$ cat src/rtl/shared_bus_pkg.sv
package shared_bus_pkg;

  localparam int unsigned MAX_SOURCES = 64;

  typedef logic [MAX_SOURCES-1:0] src_vec_t;

  // Index of the lowest set bit; zero when none is set.
  function automatic logic [5:0] lowest_set(input src_vec_t v);
    logic [5:0] idx;
    idx = '0;
    for (int k = MAX_SOURCES - 1; k >= 0; k--) begin
      if (v[k]) idx = 6'(k);
    end
    return idx;
  endfunction

  // Number of set bits.
  function automatic logic [6:0] count_set(input src_vec_t v);
    logic [6:0] n;
    n = '0;
    for (int k = 0; k < MAX_SOURCES; k++) begin
      n = n + 7'(v[k]);
    end
    return n;
  endfunction

endpackage

$ cat src/rtl/hold_bank.sv
module hold_bank #(
  parameter int unsigned N = 4,
  parameter int unsigned W = 8
) (
  input  logic                clk,
  input  logic                rst,
  input  logic [N-1:0]        cap_en,
  input  logic [N-1:0][W-1:0] cap_data,
  output logic [N-1:0][W-1:0] held
);

  // One holding register per source, loaded only when that source drives.
  for (genvar g = 0; g < N; g++) begin : g_src
    always_ff @(posedge clk) begin
      if (rst) begin
        held[g] <= '0;
      end else if (cap_en[g]) begin
        held[g] <= cap_data[g];
      end
    end
  end

endmodule

$ cat src/rtl/owner_tracker.sv
module owner_tracker
  import shared_bus_pkg::*;
#(
  parameter int unsigned N  = 4,
  parameter int unsigned SW = 2
) (
  input  logic          clk,
  input  logic          rst,
  input  logic [N-1:0]  req,
  output logic [SW-1:0] owner_q,
  output logic          clash_q,
  output logic          any_req,
  output logic          clash_now
);

  logic [SW-1:0] winner;

  always_comb begin
    any_req   = |req;
    winner    = SW'(lowest_set(src_vec_t'(req)));
    clash_now = count_set(src_vec_t'(req)) > 7'd1;
  end

  always_ff @(posedge clk) begin
    if (rst) begin
      owner_q <= '0;
      clash_q <= 1'b0;
    end else begin
      clash_q <= clash_now;
      if (any_req) owner_q <= winner;
    end
  end

endmodule

$ cat src/rtl/held_mux.sv
module held_mux #(
  parameter int unsigned N  = 4,
  parameter int unsigned W  = 8,
  parameter int unsigned SW = 2
) (
  input  logic [N-1:0][W-1:0] held,
  input  logic [SW-1:0]       pick,
  output logic [W-1:0]        y
);

  always_comb begin
    y = '0;
    for (int k = 0; k < N; k++) begin
      if (pick == SW'(k)) y = held[k];
    end
  end

endmodule

$ cat src/rtl/shared_bus_hold.sv
module shared_bus_hold #(
  parameter int unsigned N = 4,
  parameter int unsigned W = 8
) (
  input  logic                clk,
  input  logic                rst,
  input  logic [N-1:0]        src_en,
  input  logic [N-1:0][W-1:0] src_data,
  output logic [W-1:0]        bus_out,
  output logic                contention
);

  localparam int unsigned SW = (N > 1) ? $clog2(N) : 1;

  logic [N-1:0][W-1:0] held;
  logic [SW-1:0]       sel_q;
  logic                any_en;
  logic                clash_now;

  hold_bank #(.N(N), .W(W)) u_bank (
    .clk      (clk),
    .rst      (rst),
    .cap_en   (src_en),
    .cap_data (src_data),
    .held     (held)
  );

  owner_tracker #(.N(N), .SW(SW)) u_owner (
    .clk       (clk),
    .rst       (rst),
    .req       (src_en),
    .owner_q   (sel_q),
    .clash_q   (contention),
    .any_req   (any_en),
    .clash_now (clash_now)
  );

  held_mux #(.N(N), .W(W), .SW(SW)) u_mux (
    .held (held),
    .pick (sel_q),
    .y    (bus_out)
  );

endmodule

$ cat config.mk
export PLATFORM = sky130hd
export DESIGN_NAME = shared_bus_hold
export DESIGN_NICKNAME = d
export VERILOG_FILES = /design/src/rtl/shared_bus_pkg.sv /design/src/rtl/hold_bank.sv /design/src/rtl/owner_tracker.sv /design/src/rtl/held_mux.sv /design/src/rtl/shared_bus_hold.sv
export SDC_FILE = /design/constraint.sdc
export NUM_CORES = 1
export LEC_CHECK = 0
export ABC_AREA = 1
export CORE_MARGIN = 4
export CORE_UTILIZATION = 49
export CTS_BUF_LIST = sky130_fd_sc_hd__clkbuf_8 sky130_fd_sc_hd__clkbuf_16
export CTS_CLUSTER_DIAMETER = 80
export DETAILED_ROUTE_END_ITERATION = 12
export PLACE_DENSITY = 0.85
export SLEW_MARGIN = 40
export SYNTH_ARGS = -nofsm -noshare
export SYNTH_HDL_FRONTEND = slang
export SYNTH_HIERARCHICAL = 1
export SYNTH_SLANG_ARGS = --single-unit
export TNS_END_PERCENT = 10
$ cat constraint.sdc
create_clock -name clk -period 1.6 [get_ports clk]
set_clock_uncertainty 0.05 [all_clocks]
set_input_delay 0.32 -clock clk [delete_from_list [all_inputs] [get_ports clk]]
set_output_delay 0.32 -clock clk [all_outputs]
set_load 0.005 [all_outputs]
; ---- Yosys cells after proc, flatten, opt, wreduce, memory -nomap -nowiden
; Cells that the tools add are included.
[word_totals]
elab_cells = 23
register_bits = 35
out_inout_bits = 9
in_bits = 38
[op_classes]
n_addsub = 3
n_mux = 8
n_reduce_logical = 2
n_lt_le_gt_ge = 1
n_eq_ne = 3
[ops]
columns = cell, count
row1 = $mux 8, 4
row2 = $add 7x1->7, 2
row3 = $mux 2, 4
row4 = $gt 7x1->1 const B, 1
row5 = $eq 2x2->1 const B, 2
row6 = $reduce_or 4->1, 1
row7 = $add 1x1->2, 1
row8 = $eq 2x1->1 const B, 1
row9 = $logic_not 2->1, 1

; ---- Depth between registers and ports, before layout
[logic_depth]
word_depth = 5
ltp_mapped = 5
mapped_depth_nobuf = 5

; ---- Modules after synthesis
; The synthesis kept the hierarchy.
[by_module_without_submodules]
columns = module, seq_area_each_um2, cells_each, n_inst, area_per_inst_um2
row1 = hold_bank, 640.6, 204, 1, 1403.8
row2 = held_mux, 0.0, 47, 1, 264.0
row3 = owner_tracker, 60.1, 26, 1, 192.7

; ---- Least setup slack after synthesis
; OpenSTA, ideal clock, no wires.
[synth_timing]
kind = input to register
start = input port src_en[1]
end = register u_owner.clash_q
setup_ps = 66
t_arrival_ps = 1188
required_ps = 1484
stages = 4
setup_slack_ps = 296
n_path_buf = 0
cell_sequence = inv_1 fa_1 or2_4 a21oi_2
[synth_via]
elab_chain_cells = 4
[synth_lines]
columns = element, line
row1 = "start, declared", shared_bus_hold.sv:7  ; input logic [N-1:0] src_en,
row2 = $add 1x1->2, shared_bus_pkg.sv:22  ; n = n + 7'(v[k]);
row3 = $add 7x1->7 (2 in a row), shared_bus_pkg.sv:22
row4 = $gt 7x1->1, owner_tracker.sv:21  ; clash_now = count_set(src_vec_t'(req)) > 7'd1;
row5 = "end signal, assigned", owner_tracker.sv:29  ; clash_q <= clash_now;
row6 = "end, declared", owner_tracker.sv:11  ; output logic clash_q,
; Every way passes these cells.
; A chain may end at the register's enable or synchronous reset.

; ---- Final worst setup path
[layout_timing]
start = register u_owner.owner_q[1]
end = output port bus_out[7]
[layout_via]
elab_chain_cells = 5
elab_cells_between_ends = 8
cone_classes = eq/ne (3) / mux (4) / reduce/logical (1)
[layout_lines]
columns = element, line
row1 = "start, declared", owner_tracker.sv:10  ; output logic [SW-1:0] owner_q,
row2 = "start signal, assigned", owner_tracker.sv:30  ; if (any_req) owner_q <= winner;
row3 = $logic_not 2->1, held_mux.sv:14  ; if (pick == SW'(k)) y = held[k];
row4 = $mux 8 (3 in a row), held_mux.sv:14
row5 = $mux 8 *, held_mux.sv:14
row6 = "end, declared", shared_bus_hold.sv:9  ; output logic [W-1:0] bus_out,
; Every way passes the cells marked *; elsewhere a longest branch is shown, timed or not.

==> out/results.ini <==
[final_layout]
drive_above_1_share_pct=16.9
final_area_um2=2450
syn2layout_area_growth_pct=32.1
most-common-layout-cells=nand2_1 (67), nor2_1 (65), inv_1 (39)
antenna_cells=0
utilization_pct=67.0
final_common_cell=nand2_1
fin_nets=373

[grt]
grt_pass1_vias=1646
met3_usage_pct=7.54
antenna_found_initial=0
grt_pass1_wl_um=7100
grt_max_degree=33
grt_overflow_total=0
grt.busiest_layer=met2
grt_use_total_pct=18.5
globalRouteMet1Util_pct=20.1
grtUsageMet2_pct=32.1

[outcome]
status=complete, but fails checks
violations=setup timing

[die]
die_h_um=69.6
die_x_um=69.6
dieArea_um2=4840
row_count=22
io_pins=47
initial_core_util_pct=50.7
core-area_um2=3660

[detailed_routing]
wl_per_cell_um=11.3
via_per_inst=4.76
drc_errors=0
dr.pass1.iters=4
ant_nets=0
drt_iter0_markers=150
finalWirelength_um=4310
vias=1809

[timing]
slew_viol_final=0
setup_slack_ps=-59.1
tightest_slew_ps=508
setup_violations=5
period_minus_slack_ps=1660
rsz0062_at_grt=true
slew_headroom_pct=66.1
final_hold_viol_count=0
period_share_pct=104
achievable-frequency_mhz=603

[power_and_ir_drop]
total_leakage_power_nw=1.25
vdd.ir_drop.worst_mv=0.734
powerDensity_nw_per_um2=792
total_power_mw=1.94

[yosys]
synth.avg_cell_area_um2=6.73
syn_area_um2=1860
synth_nets=316
ys.warnings.count=6
syn_inst=276

[worst_hold_path]
min_to=u_bank/held[4]$_SDFFE_PP0P_
hp-start=u_bank/held[4]$_SDFFE_PP0P_
hold_depth=2
hp-class=reg -> reg

[clocking]
clk_pin_slew_ps=60
clk_path_buf_depth=2
root_buffer=clkbuf_8
cts.sinks=35
numCtsBuffers=5
htreeDepth=2
clk_latency_ps=280
cts_tree=built

[job]
maxCapViolCount=0

[setup_path]
cp-startpoint=u_owner/owner_q[1]$_SDFFE_PP0P_
cp.required_ps=1230
path_common_cell=buf_6
cpMaxStageDelayCell=dfxtp_4
worstRegToRegCells=5
end_kind=output port
r2r_setup_slack_ps=670
critPathLaunchType=flip-flop
r2r-end=u_owner/owner_q[0]$_SDFFE_PP0P_
cp_slowest_stage_delay_ps=380
critical_path_arrival_ps=1290
path_cells=nor2_4 -> buf_6 -> buf_6 -> nand2_2 -> nand4_1 -> buf_2
critical_path_class=reg -> out
cp_max_fo=4
reg2reg_from=u_owner/owner_q[0]$_SDFFE_PP0P_

[place]
gp_congestion=0.834
placed_cell_area_um2=2320
dp_hpwl_um=2990
place.port_buffers=46

## critical path, delay by kind of cell (launching register included)
family / cells / cell delay, ps
buffers and inverters: 3 / 330
DFF: 1 / 380
and+or+nand+nor: 3 / 300
## layout make-up
class / count / area, um2
clock buffers: 5 / 68.8
clock inverters: 1 / 3.75
fillers: 330 / 1210
inverters: 41 / 159
multi-input cells: 185 / 846
flip-flops and latches: 35 / 706
well taps: 48 / 60.1
repair buffers: 65 / 611
## per-layer routing
layer | vias to the layer above | wire [um]
li1 | 936 | -
met3 | 6 | 346
met2 | 63 | 2140
met5 | - | 0
met4 | 0 | 62
met1 | 804 | 1760
## per-stage QoR
step	cells	hold slack [ps]	setup slack [ps]	TNS (ps)
after floorplan	276	332	304	0
after global placement	369	410	-183	-1060
after detailed placement	369	417	-226	-1130
after CTS	381	425	-93.6	-335
after global routing	380	435	-113	-501
final	380	424	-59.1	-83.3
## what timing repair did
item                       in CTS  in global routing
buffers inserted                7                  0
pin swaps                       6                  4
hold buffers                    0                  0
gates resized for setup        47                  3
setup endpoints to repair       8                  8
## worst max path at each step
stage	endpoint	cells past startpoint	slack (ps)
floorplan	u_owner/clash_q$_SDFF_PP0_	4	300
global placement	u_owner/clash_q$_SDFF_PP0_	5	-180
detailed placement	u_owner/clash_q$_SDFF_PP0_	5	-230
CTS	bus_out[7]	7	-90
global route	bus_out[7]	6	-110
finish	bus_out[7]	6	-60
## power by group
part / internal (mW) / switching, mW / total (mW)
registers: 0.932 / 0.0422 / 0.975
logic: 0.218 / 0.189 / 0.407
clock network: 0.283 / 0.279 / 0.562
total: 1.43 / 0.510 / 1.94
## state kept, by name (all words and copies together), names as in the netlist
signal,flops
u_owner/clash_q,1
u_bank/held,32
u_owner/owner_q,2
Power figures use the tool's default switching activity.
